File: src/rtl/swf_pkg.sv
package swf_pkg;

  // Mode encoding shared by receive matching and transmit generation.
  typedef enum logic [1:0] {
    FC_NONE = 2'b00,
    FC_SET2 = 2'b01,
    FC_SET1 = 2'b10,
    FC_BOTH = 2'b11
  } fc_mode_e;

  // Insertion sequencer state.
  typedef enum logic [1:0] {
    GEN_IDLE   = 2'b00,
    GEN_FIRST  = 2'b01,
    GEN_SECOND = 2'b10
  } gen_st_e;

  // Positions of the control characters in the comparison table.
  localparam int IDX_ON1  = 0;
  localparam int IDX_ON2  = 1;
  localparam int IDX_OFF1 = 2;
  localparam int IDX_OFF2 = 3;
  localparam int NUM_CHR  = 4;

endpackage

File: src/rtl/swf_chr_cmp.sv
module swf_chr_cmp #(
  parameter int CW = 8,
  parameter int N  = 4
) (
  input  logic [N*CW-1:0] ref_tbl,
  input  logic [CW-1:0]   chr,
  output logic [N-1:0]    hit
);

  for (genvar g = 0; g < N; g++) begin : g_cmp
    assign hit[g] = (chr == ref_tbl[g*CW +: CW]);
  end

endmodule

File: src/rtl/swf_rx_match.sv
module swf_rx_match
  import swf_pkg::*;
#(
  parameter int CW = 8
) (
  input  logic          clk,
  input  logic          rst_n,
  input  logic          en,
  input  logic [1:0]    mode,
  input  logic [NUM_CHR-1:0] hit,
  input  logic          rx_valid,
  input  logic [CW-1:0] rx_char,
  output logic          wr_valid,
  output logic [CW-1:0] wr_data,
  output logic          halt
);

  logic          active;
  logic          on_hit, off_hit;
  logic          held_vld_q, held_vld_n;
  logic [CW-1:0] held_chr_q, held_chr_n;
  logic          held_off_q, held_off_n;
  logic          defer_vld_q, defer_vld_n;
  logic [CW-1:0] defer_chr_q, defer_chr_n;
  logic          wr_vld_q, wr_vld_n;
  logic [CW-1:0] wr_chr_q, wr_chr_n;
  logic          halt_q, halt_n;
  logic          slot_busy, take;

  assign active = en && (mode != FC_NONE);

  always_comb begin
    on_hit  = 1'b0;
    off_hit = 1'b0;
    if (mode == FC_SET2) begin
      on_hit  = hit[IDX_ON2];
      off_hit = hit[IDX_OFF2];
    end else if (mode == FC_SET1) begin
      on_hit  = hit[IDX_ON1];
      off_hit = hit[IDX_OFF1];
    end
  end

  always_comb begin
    held_vld_n  = held_vld_q;
    held_chr_n  = held_chr_q;
    held_off_n  = held_off_q;
    defer_vld_n = 1'b0;
    defer_chr_n = defer_chr_q;
    wr_vld_n    = 1'b0;
    wr_chr_n    = wr_chr_q;
    halt_n      = halt_q;
    slot_busy   = 1'b0;
    take        = 1'b0;

    if (defer_vld_q) begin
      wr_vld_n  = 1'b1;
      wr_chr_n  = defer_chr_q;
      slot_busy = 1'b1;
    end

    // Leaving pair mode releases a held first character.
    if (held_vld_q && !(active && mode == FC_BOTH)) begin
      wr_vld_n   = 1'b1;
      wr_chr_n   = held_chr_q;
      held_vld_n = 1'b0;
      slot_busy  = 1'b1;
    end

    if (!active) begin
      halt_n = 1'b0;
    end

    if (rx_valid) begin
      if (!active) begin
        take = 1'b1;
      end else if (mode != FC_BOTH) begin
        if (on_hit) begin
          halt_n = 1'b0;
        end else if (off_hit) begin
          halt_n = 1'b1;
        end else begin
          take = 1'b1;
        end
      end else begin
        if (held_vld_q && !held_off_q && hit[IDX_ON2]) begin
          halt_n     = 1'b0;
          held_vld_n = 1'b0;
        end else if (held_vld_q && held_off_q && hit[IDX_OFF2]) begin
          halt_n     = 1'b1;
          held_vld_n = 1'b0;
        end else begin
          if (held_vld_q) begin
            wr_vld_n   = 1'b1;
            wr_chr_n   = held_chr_q;
            held_vld_n = 1'b0;
            slot_busy  = 1'b1;
          end
          if (hit[IDX_ON1] || hit[IDX_OFF1]) begin
            held_vld_n = 1'b1;
            held_chr_n = rx_char;
            held_off_n = !hit[IDX_ON1];
          end else begin
            take = 1'b1;
          end
        end
      end

      if (take) begin
        if (slot_busy) begin
          defer_vld_n = 1'b1;
          defer_chr_n = rx_char;
        end else begin
          wr_vld_n = 1'b1;
          wr_chr_n = rx_char;
        end
      end
    end
  end

  always_ff @(posedge clk or negedge rst_n) begin
    if (!rst_n) begin
      held_vld_q  <= 1'b0;
      held_chr_q  <= '0;
      held_off_q  <= 1'b0;
      defer_vld_q <= 1'b0;
      defer_chr_q <= '0;
      wr_vld_q    <= 1'b0;
      wr_chr_q    <= '0;
      halt_q      <= 1'b0;
    end else begin
      held_vld_q  <= held_vld_n;
      defer_vld_q <= defer_vld_n;
      wr_vld_q    <= wr_vld_n;
      halt_q      <= halt_n;
      if (held_vld_n)  held_chr_q  <= held_chr_n;
      if (held_vld_n)  held_off_q  <= held_off_n;
      if (defer_vld_n) defer_chr_q <= defer_chr_n;
      if (wr_vld_n)    wr_chr_q    <= wr_chr_n;
    end
  end

  assign wr_valid = wr_vld_q;
  assign wr_data  = wr_chr_q;
  assign halt     = halt_q;

endmodule

File: src/rtl/swf_tx_gen.sv
module swf_tx_gen
  import swf_pkg::*;
#(
  parameter int CW         = 8,
  parameter int LVL_W      = 4,
  parameter int FILL_W     = 8,
  parameter int UNIT_SHIFT = 3
) (
  input  logic              clk,
  input  logic              rst_n,
  input  logic              en,
  input  logic [1:0]        mode,
  input  logic [CW-1:0]     on1,
  input  logic [CW-1:0]     on2,
  input  logic [CW-1:0]     off1,
  input  logic [CW-1:0]     off2,
  input  logic [LVL_W-1:0]  lvl_halt,
  input  logic [LVL_W-1:0]  lvl_resume,
  input  logic [FILL_W-1:0] fill,
  input  logic              ins_ready,
  output logic              ins_valid,
  output logic [CW-1:0]     ins_char
);

  localparam int SCALED_W = LVL_W + UNIT_SHIFT;
  localparam int CMP_W    = ((FILL_W > SCALED_W) ? FILL_W : SCALED_W) + 1;

  gen_st_e          st_q, st_n;
  logic             send_off_q, send_off_n;
  logic             stopped_q, stopped_n;
  logic             active;
  logic [CMP_W-1:0] fill_x, halt_words, resume_words;

  assign active       = en && (mode != FC_NONE);
  assign fill_x       = CMP_W'(fill);
  assign halt_words   = CMP_W'(lvl_halt) << UNIT_SHIFT;
  assign resume_words = CMP_W'(lvl_resume) << UNIT_SHIFT;

  always_comb begin
    st_n       = st_q;
    send_off_n = send_off_q;
    stopped_n  = stopped_q;
    if (!active) begin
      st_n      = GEN_IDLE;
      stopped_n = 1'b0;
    end else begin
      case (st_q)
        GEN_IDLE: begin
          if (!stopped_q && (fill_x >= halt_words)) begin
            st_n       = GEN_FIRST;
            send_off_n = 1'b1;
            stopped_n  = 1'b1;
          end else if (stopped_q && (fill_x <= resume_words)) begin
            st_n       = GEN_FIRST;
            send_off_n = 1'b0;
            stopped_n  = 1'b0;
          end
        end
        GEN_FIRST: begin
          if (ins_ready) st_n = (mode == FC_BOTH) ? GEN_SECOND : GEN_IDLE;
        end
        GEN_SECOND: begin
          if (ins_ready) st_n = GEN_IDLE;
        end
        default: st_n = GEN_IDLE;
      endcase
    end
  end

  always_ff @(posedge clk or negedge rst_n) begin
    if (!rst_n) begin
      st_q       <= GEN_IDLE;
      send_off_q <= 1'b0;
      stopped_q  <= 1'b0;
    end else begin
      st_q       <= st_n;
      send_off_q <= send_off_n;
      stopped_q  <= stopped_n;
    end
  end

  always_comb begin
    ins_char = '0;
    if (st_q == GEN_SECOND || (st_q == GEN_FIRST && mode == FC_SET2)) begin
      ins_char = send_off_q ? off2 : on2;
    end else if (st_q == GEN_FIRST) begin
      ins_char = send_off_q ? off1 : on1;
    end
  end

  assign ins_valid = (st_q != GEN_IDLE);

endmodule

File: src/rtl/swf_ctrl.sv
module swf_ctrl
  import swf_pkg::*;
#(
  parameter int CHAR_W     = 8,
  parameter int LVL_W      = 4,
  parameter int FILL_W     = 8,
  parameter int UNIT_SHIFT = 3
) (
  input  logic              clk,
  input  logic              rst_n,
  input  logic              cfg_enable,
  input  logic [1:0]        rx_mode,
  input  logic [1:0]        tx_mode,
  input  logic [CHAR_W-1:0] chr_on1,
  input  logic [CHAR_W-1:0] chr_on2,
  input  logic [CHAR_W-1:0] chr_off1,
  input  logic [CHAR_W-1:0] chr_off2,
  input  logic [LVL_W-1:0]  lvl_halt,
  input  logic [LVL_W-1:0]  lvl_resume,
  input  logic              rx_valid,
  input  logic [CHAR_W-1:0] rx_char,
  output logic              fifo_wr_valid,
  output logic [CHAR_W-1:0] fifo_wr_data,
  output logic              tx_halt,
  input  logic [FILL_W-1:0] rx_fill,
  output logic              ins_valid,
  output logic [CHAR_W-1:0] ins_char,
  input  logic              ins_ready,
  output logic              tx_data_ok
);

  localparam int SYNC_STAGES = 2;

  logic [SYNC_STAGES-1:0]    rst_pipe;
  logic                      rst_s_n;
  logic [NUM_CHR*CHAR_W-1:0] chr_tbl;
  logic [NUM_CHR-1:0]        chr_hit;

  // Asynchronous assertion, synchronous release.
  always_ff @(posedge clk or negedge rst_n) begin
    if (!rst_n) rst_pipe <= '0;
    else        rst_pipe <= {rst_pipe[SYNC_STAGES-2:0], 1'b1};
  end
  assign rst_s_n = rst_pipe[SYNC_STAGES-1];

  assign chr_tbl = {chr_off2, chr_off1, chr_on2, chr_on1};

  swf_chr_cmp #(.CW(CHAR_W), .N(NUM_CHR)) u_cmp (
    .ref_tbl (chr_tbl),
    .chr     (rx_char),
    .hit     (chr_hit)
  );

  swf_rx_match #(.CW(CHAR_W)) u_rx (
    .clk      (clk),
    .rst_n    (rst_s_n),
    .en       (cfg_enable),
    .mode     (rx_mode),
    .hit      (chr_hit),
    .rx_valid (rx_valid),
    .rx_char  (rx_char),
    .wr_valid (fifo_wr_valid),
    .wr_data  (fifo_wr_data),
    .halt     (tx_halt)
  );

  swf_tx_gen #(
    .CW(CHAR_W), .LVL_W(LVL_W), .FILL_W(FILL_W), .UNIT_SHIFT(UNIT_SHIFT)
  ) u_tx (
    .clk        (clk),
    .rst_n      (rst_s_n),
    .en         (cfg_enable),
    .mode       (tx_mode),
    .on1        (chr_on1),
    .on2        (chr_on2),
    .off1       (chr_off1),
    .off2       (chr_off2),
    .lvl_halt   (lvl_halt),
    .lvl_resume (lvl_resume),
    .fill       (rx_fill),
    .ins_ready  (ins_ready),
    .ins_valid  (ins_valid),
    .ins_char   (ins_char)
  );

  assign tx_data_ok = !tx_halt && !ins_valid;

endmodule

File: config.mk
export PLATFORM = sky130hd
export DESIGN_NAME = swf_ctrl
export DESIGN_NICKNAME = d
export VERILOG_FILES = /design/src/rtl/swf_pkg.sv /design/src/rtl/swf_chr_cmp.sv /design/src/rtl/swf_rx_match.sv /design/src/rtl/swf_tx_gen.sv /design/src/rtl/swf_ctrl.sv
export SDC_FILE = /design/constraint.sdc
export NUM_CORES = 1
export LEC_CHECK = 0
export ABC_AREA = 1
export BUFFER_PORTS_ARGS = -buffer_cell sky130_fd_sc_hd__buf_2
export CORE_UTILIZATION = 30
export DETAILED_ROUTE_END_ITERATION = 6
export GPL_TIMING_DRIVEN = 1
export HOLD_SLACK_MARGIN = 0.02
export PLACE_DENSITY_LB_ADDON = 0.08
export SKIP_CTS_REPAIR_TIMING = 1
export SLEW_MARGIN = 20
export SYNTH_ARGS = -nofsm -noshare
export SYNTH_HDL_FRONTEND = slang
export SYNTH_SLANG_ARGS = --single-unit
File: constraint.sdc
create_clock -name clk -period 2.5 [get_ports clk]
set_input_delay 0.625 -clock clk [delete_from_list [all_inputs] [get_ports clk]]
set_output_delay 0.625 -clock clk [all_outputs]
set_load 0.01 [all_outputs]
Yosys cells after proc, flatten, opt, wreduce, memory -nomap -nowiden
Index checks and enable logic that the tools add are counted.
{ "word_totals": {"out_inout_bits": 20, "register_bits": 35, "inputBits": 65} }
{ "op_classes": {"mux": 67, "reduce_logical": 30, "n_bitwise": 3, "magnitude_cmp": 2, "n_eq_ne": 17} }
{ "ops": {"columns": ["cell", "count"], "rows": [
  ["2-to-1 mux 8 bit", 14],
  ["2-to-1 mux 1 bit", 46],
  ["equality test 8 bit", 4],
  ["logical AND 1 bit", 12],
  ["2-to-1 mux 2 bit", 6],
  ["!= test 3 bit, second input constant", 3],
  ["equality test 2 bit, second input constant", 4],
  [">= comparator 8 x 7 -> 1 bit", 1],
  ["less-or-equal comparator 8 x 7 -> 1 bit", 1],
  ["nonzero test 2 bit", 4],
  ["AND reduction 7 bit", 1],
  ["equality test 2 x 1 -> 1 bit, second input constant", 3],
  ["logical NOT 1 bit", 6],
  ["one-hot mux 2 bit (3 select lines)", 1],
  ["AND reduction 3 bit", 2],
  ["!= test 2 bit, second input constant", 2],
  ["!= test 4 bit, second input constant", 1],
  ["AND reduction 4 bit", 1],
  ["NOT 1 bit", 3],
  ["logical NOT 2 bit", 1],
  ["logical OR 1 bit", 2],
  ["AND reduction 2 bit", 1]
]} }

Logic depth before layout (Yosys ltp)
Gate-level depths: netlist of the first run.
{ "depth": {"ltp_word": 16, "ltp_mapped": 16, "ltp_nobuf": 14} }

Cells and area by module
A second synthesis of the first run with hierarchy kept.
{ "unflattened": {"hier_cells": 560, "hier_area_um2": 3399.5} }
{ "by_module_without_submodules": {"columns": ["module", "cells_per_inst", "n_inst", "area_each_um2"], "rows": [
  ["swf_rx_match", 264, 1, 1855.5],
  ["swf_tx_gen", 128, 1, 870.8],
  ["swf_chr_cmp", 164, 1, 615.6],
  ["swf_ctrl", 4, 1, 57.6]
]} }

Worst setup path after synthesis of the first run
Ideal clock, no wire load.
{ "synth_timing": {"kind": "in2out", "startpoint": "input tx_mode[1]", "endpoint": "output ins_char[0]", "stages": 4, "required_time_ps": 1875, "arrival_time_ps": 1381, "path_buffers": 1, "path_slack_ps": 494, "path_cell_list": "inv_1 a31o_2 clkbuf_1 o21ai_0"} }
{ "synth_via": {"elab_chain_cells": 4} }
{ "synth_lines": {"columns": ["element", "line", "rtl"], "rows": [
  ["start, declared", "swf_ctrl.sv:13", "input logic [1:0] tx_mode,"],
  ["equality test 2 x 1 -> 1 bit", "swf_tx_gen.sv:84", "if (st_q == GEN_SECOND || (st_q == GEN_FIRST && mode == FC_SET2)) begin"],
  ["logical AND 1 bit", "swf_tx_gen.sv:84", null],
  ["logical OR 1 bit", "swf_tx_gen.sv:84", null],
  ["2-to-1 mux 8 bit", "swf_tx_gen.sv:84", null],
  ["end, declared", "swf_ctrl.sv:27", "output logic [CHAR_W-1:0] ins_char,"]
]} }
Every way passes these cells.

Worst setup path after layout of the first run
{ "layout_timing": {"startpoint": "register u_tx.st_q[0]", "endpoint": "output ins_char[0]"} }
{ "layout_via": {"elab_chain_cells": 4, "elab_cells_between_ends": 6, "classes_between": "eq/ne: 2; mux: 2; reduce/logical: 2"} }
{ "layout_lines": {"columns": ["element", "line", "rtl"], "rows": [
  ["start, declared", "swf_tx_gen.sv:28", "gen_st_e st_q, st_n;"],
  ["start signal, assigned", "swf_tx_gen.sv:76", "st_q <= st_n;"],
  ["equality test 2 x 1 -> 1 bit", "swf_tx_gen.sv:84, swf_tx_gen.sv:86", null],
  ["logical AND 1 bit", "swf_tx_gen.sv:84", null],
  ["logical OR 1 bit", "swf_tx_gen.sv:84", null],
  ["2-to-1 mux 8 bit *", "swf_tx_gen.sv:84", null]
]} }
Mark *: on every way between the ends. The rest lies on a longest branch, timed or not.

==> flow_summary.json, run 1 <==
{
  "rr_startpoint": "u_rx.held_vld_q",
  "hp-class": "input port to asynchronous set/reset pin",
  "power.density_nw_per_um2": 456,
  "sequentialPowerShare_pct": 35.5,
  "p_comb_share_pct": 33.6,
  "syn-instance-count": 493,
  "internal_power_w": 0.00115,
  "fp.coreArea_um2": 9910,
  "finalHoldViolCount": 0,
  "grt_pass1_wl_mm": 15.1,
  "total_power_w": 0.00175,
  "placementRows": 36,
  "power.switching_w": 0.000598,
  "path_class": "register to primary output",
  "fin_ws_ns": 0.279,
  "track_usage_pct": 17.2,
  "clk_pin_slew_ns": 0.07,
  "tritoncts": "yes",
  "antenna_found_initial": 0,
  "yosysWarnings": 0,
  "synth_compound_area_share_pct": 12.9,
  "clk_path_buf_depth": 2,
  "postRouteAntennaNets": 0,
  "dr.first_iter.drc_count": 124,
  "fin_cells": 718,
  "outcome": "completed",
  "critical_path_arrival_ns": 1.60,
  "wl_per_cell_um": 12.3,
  "grt_max_degree": 34,
  "cts-buffers-inserted": 5,
  "maxSlewViolCount": 0,
  "synth_top_family_by_area": "simple AND/OR/NAND/NOR gates",
  "drt-pass1-iter-count": 4,
  "port-buffer-count": 84,
  "max_cap_violations": 0,
  "gp_congestion": 0.771,
  "htreeDepth": 2,
  "nets": 657,
  "swShare_pct": 34.2,
  "synthMuxAreaShare_pct": 0,
  "max_freq_mhz": 450,
  "dp_slack_ns": 0.170,
  "final_cell_mix": "nand2_1, buf_2, inv_1",
  "synth-simple-area-share_pct": 38.7,
  "leakage_nw": 2.09,
  "first_global_vias": 3227,
  "ios": 85,
  "ys_types": 37,
  "setup_viol": 0,
  "drcViolationCount": 0,
  "ir_drop_mv": 0.187,
  "die-area_um2": 10700,
  "cp-startpoint": "u_tx.st_q[0]",
  "skew_ns": 0.00871,
  "r2r_slack_ns": 0.70,
  "fin_setup_tns_ns": 0,
  "ys_seq_elements": 35,
  "n_antenna_cell": 0,
  "die_y_um": 104,
  "areaGrowthSynthToFinish_pct": 23.7,
  "synthAdderAreaFrac_pct": 3.23,
  "clock_latency_ns": 0.29,
  "required_ns": 1.88,
  "floorplan.initialDensity_pct": 31.3,
  "clkPwrFrac_pct": 30.8,
  "cts_root_buf": "clkbuf_8",
  "cts.sinks": 35,
  "overflow": 0,
  "finalCritPeriodShare_pct": 88.9,
  "crit_fanout": 8,
  "finalCriticalPeriod_ns": 2.22,
  "dpl.hpwl_mm": 7.03,
  "synthesis.nets": 566,
  "vias": 3209,
  "crit_path_end_kind": "primary output",
  "syn_area_per_cell_um2": 6.29,
  "dp.cells": 710,
  "seq_area_frac_synth_pct": 28.2,
  "fp.dieW_um": 104,
  "drive_gt1_share_pct": 22.7,
  "worstSetupStartpointType": "register",
  "wl_mm": 8.80,
  "synth_area_um2": 3100,
  "via_per_inst": 4.47,
  "synthXorXnorAreaFrac_pct": 5.08,
  "rsz0062_at_grt": "no",
  "final_common_cell": "nand2_1"
}
## critical path: stages (launching register included)
cell     delay [ns]
dfrtp_1        0.40
inv_1          0.06
nor2_2         0.17
inv_2          0.13
a21oi_1        0.12
o21ai_0        0.12
o21ai_0        0.16
buf_2          0.15
## power groups by stage
stage / registers [W] / logic (W) / clock network [W]
after floorplan: 0.000642 / 0.000367 / 0
after global placement: 0.000631 / 0.000587 / 0
after detailed placement: 0.000632 / 0.000588 / 0
after CTS: 0.000621 / 0.000592 / 0.000551
after global routing: 0.000624 / 0.000682 / 0.000570
final: 0.000621 / 0.000588 / 0.000539
## routing by layer
layer,up-vias,global-route usage [%],wire length [um]
met5,-,0,0
met4,0,4.59,103
met3,12,3.02,369
met2,85,27.9,3820
met1,1385,23.3,4500
li1,1727,-,-
## cell usage after synthesis, drive strengths merged
library cell	count	area, um^2
o21ai	45	229
nand2	173	667
nor3	3	15.0
inv	69	259
a31o	1	8.76
o2111ai	1	8.76
a21oi	9	45.0
nand4	6	37.5
o211ai	6	58.8
clkinv	1	3.75
o31ai	2	15.0
nand3	32	190
conb	1	3.75
ha	8	100
a21boi	1	7.51
and2	6	37.5
xnor2	18	158
dfrtp	35	876
clkbuf	5	18.8
or2	4	25.0
buf	11	82.6
a31oi	3	18.8
nor2	52	228
o21a	1	7.51
## registers in the layout (all words and copies together) (netlist names), 2 cells and up
name and flops:
u_rx.defer_chr_q 8, u_rx.held_chr_q 8, u_rx.wr_data 8, rst_pipe 2, u_tx.st_q 2
## cells by family after synthesis
| logic type | count (synthesis) |
|---|---|
| AOI/OAI and AO/OA | 69 |
| xor gates and xnor gates | 18 |
| adders and majority gates | 8 |
| buffers and inverters | 86 |
| DFF | 35 |
| other | 1 |
| and+or+nand+nor | 276 |
## cell type report
cell class              instances  area (um^2)
inverters                      70          263
clock inverters                 2         35.0
flip-flops and latches         35          876
multi-input cells             372         1870
fillers                      1110         6070
well taps                     133          166
clock buffers                   6         82.6
repair buffers                100          541
## worst paths after layout
| kind | endpoint | depth (start not counted) |
|---|---|---|
| worst min-delay path | rst_pipe[0] | 1 |
| worst max-delay path | ins_char[0] | 7 |
| worst max register to register | u_rx.wr_data[7] | 12 |
| max in group asynchronous | u_tx.st_q[1] | 1 |
| min in group clk | rst_pipe[1] | 0 |
| worst min register to register | u_rx.held_chr_q[2] | 1 |
## metrics by stage
stage                     hold WS (ns)  cell area, um^2  util (%)
after floorplan                  0.329             3100         -
after global placement           0.291             3710      37.4
after detailed placement         0.287             3710      37.4
after CTS                        0.102             3820      38.6
after global routing            0.0918             3830      38.7
final                            0.106             3830      38.7
Note: power is estimated with default switching activity, not from simulation.
==> inputs of run 2 (changes only) <==
--- a/config.mk
+++ b/config.mk
@@ -7,12 +7,12 @@
 export LEC_CHECK = 0
 export ABC_AREA = 1
 export BUFFER_PORTS_ARGS = -buffer_cell sky130_fd_sc_hd__buf_2
-export CORE_UTILIZATION = 30
+export CORE_UTILIZATION = 32
+export CTS_BUF_LIST = sky130_fd_sc_hd__clkbuf_16
 export DETAILED_ROUTE_END_ITERATION = 6
 export GPL_TIMING_DRIVEN = 1
 export HOLD_SLACK_MARGIN = 0.02
 export PLACE_DENSITY_LB_ADDON = 0.08
-export SKIP_CTS_REPAIR_TIMING = 1
 export SLEW_MARGIN = 20
 export SYNTH_ARGS = -nofsm -noshare
 export SYNTH_HDL_FRONTEND = slang
==> run 2 against run 1 <==
Net effect: critical path depth down 1; sequential cell count unchanged; via count down 0.25%; non-clock buffer count down 1; power up 1.8%; die area down 6.1%; routed wire length down 2.0%; clock-buffer cell count down 1; largest power group unchanged; core utilization up 2.3 points; combinational power down 2%; sequential share of layout area about the same; largest cell class unchanged; fmax down 4.9%.
==> flow_summary.json, run 2 (same netlist as run 1, synthesis figures left out) <==
{
  "outcome": "completed",
  "clock_latency_ns": 0.27,
  "placementRows": 35,
  "n_antenna_cell": 0,
  "multi_input_area_um2": 1860,
  "worstSetupStartpointType": "register",
  "post_cts_buffers": 0,
  "place_area_um2": 3690,
  "total_power_w": 0.00178,
  "tritoncts": "yes",
  "hp-class": "input port to asynchronous set/reset pin",
  "ios": 85,
  "required_ns": 1.88,
  "critical_path_arrival_ns": 1.71,
  "first_global_vias": 3136,
  "vias": 3201,
  "clk_pin_slew_ns": 0.05,
  "crit_chain": "inv_1 -> nor2_1 -> a31o_2 -> o211ai_1 -> o21ai_0 -> buf_2",
  "cts-buffers-inserted": 5,
  "crit_path_end_kind": "primary output",
  "rr_startpoint": "u_rx.held_vld_q",
  "finalCriticalPeriod_ns": 2.34,
  "ctsHoldBuffers": 0,
  "finalCritPeriodShare_pct": 93.5,
  "n_fill_cell": 1032,
  "cts.sinks": 35,
  "cts_root_buf": "clkbuf_16",
  "hold-worst-slack_ns": 0.124,
  "drive_gt1_share_pct": 22.1,
  "grt_pass1_wl_mm": 14.8,
  "crit_fanout": 16,
  "fin_cells": 712,
  "fp.coreArea_um2": 9330,
  "via_per_inst": 4.50,
  "nets": 656,
  "drcViolationCount": 0,
  "max_cap_violations": 0,
  "drt-pass1-iter-count": 5,
  "floorplan.initialDensity_pct": 33.2,
  "wl_per_cell_um": 12.1,
  "gp_congestion": 0.825,
  "critPathBufInv": 2,
  "max_stage_delay_ns": 0.40,
  "cts.repair.resized": 0,
  "wl_mm": 8.62,
  "ir_drop_mv": 0.219,
  "seqCellArea_um2": 876,
  "postRouteAntennaNets": 0,
  "dr.first_iter.drc_count": 98,
  "skew_ns": 0.00527,
  "overflow": 0,
  "antenna_found_initial": 0,
  "clk_path_buf_depth": 2,
  "grt_max_degree": 34,
  "track_usage_pct": 18.5,
  "setup_viol": 0,
  "max_freq_mhz": 428,
  "die-area_um2": 10100,
  "fp.dieW_um": 100,
  "dpl.hpwl_mm": 6.87,
  "dp.cells": 705,
  "maxSlewViolCount": 0,
  "fin_setup_tns_ns": 0,
  "cp-startpoint": "u_tx.st_q[0]",
  "power.density_nw_per_um2": 465,
  "final_cell_mix": "nand2_1, buf_2, inv_1",
  "stdcell_area_um2": 3830,
  "final_common_cell": "nand2_1",
  "areaGrowthSynthToFinish_pct": 23.4,
  "port-buffer-count": 84,
  "leakage_nw": 2.09,
  "die_y_um": 100,
  "path_class": "register to primary output",
  "finalHoldViolCount": 0,
  "critPathTopFamily": "compound AO/OA/AOI/OAI gates",
  "htreeDepth": 2,
  "rsz0062_at_grt": "no",
  "cp_slowest_cell": "dfrtp_1"
}
-- run 2: final cells by class --
cell class | instances | area share, %
inverter | 70 | 6.86
clock buffer | 5 | 3.27
multi-input combinational | 372 | 48.6
clock inverter | 2 | 0.229
timing repair buffer | 99 | 13.9
sequential | 35 | 22.9
tap | 129 | 4.22
-- run 2: worst paths after layout --
path | end | slack [ns] | cells past startpoint
min | rst_pipe[1] | 0.12 | 1
max | ins_char[5] | 0.16 | 6
min reg2reg | u_rx.held_chr_q[1] | 0.27 | 1
min in group clk | rst_pipe[1] | 0.35 | 0
max in group asynchronous | u_rx.held_chr_q[6] | 1.89 | 1
max reg2reg | u_rx.wr_data[0] | 0.64 | 12
-- run 2: per-stage QoR --
stage	setup slack [ns]	utilization, %
after floorplan	0.494	-
after global placement	0.187	39.6
after detailed placement	0.169	39.6
after CTS	0.156	41.0
after global routing	0.0400	41.0
final	0.163	41.0
-- run 2: where the power goes --
group          internal [W]  switching (W)  total, W
combinational      0.000225       0.000354  0.000579
clock              0.000358       0.000219  0.000576
sequential         0.000602      0.0000216  0.000624
-- run 2: per-layer routing --
| layer | global-route usage (%) | vias to the layer above | wire (um) |
|---|---|---|---|
| met3 | 2.37 | 8 | 285 |
| met1 | 25.3 | 1396 | 4290 |
| met5 | 0 | - | 0 |
| li1 | - | 1723 | - |
| met4 | 5.46 | 0 | 118 |
| met2 | 30.6 | 74 | 3930 |
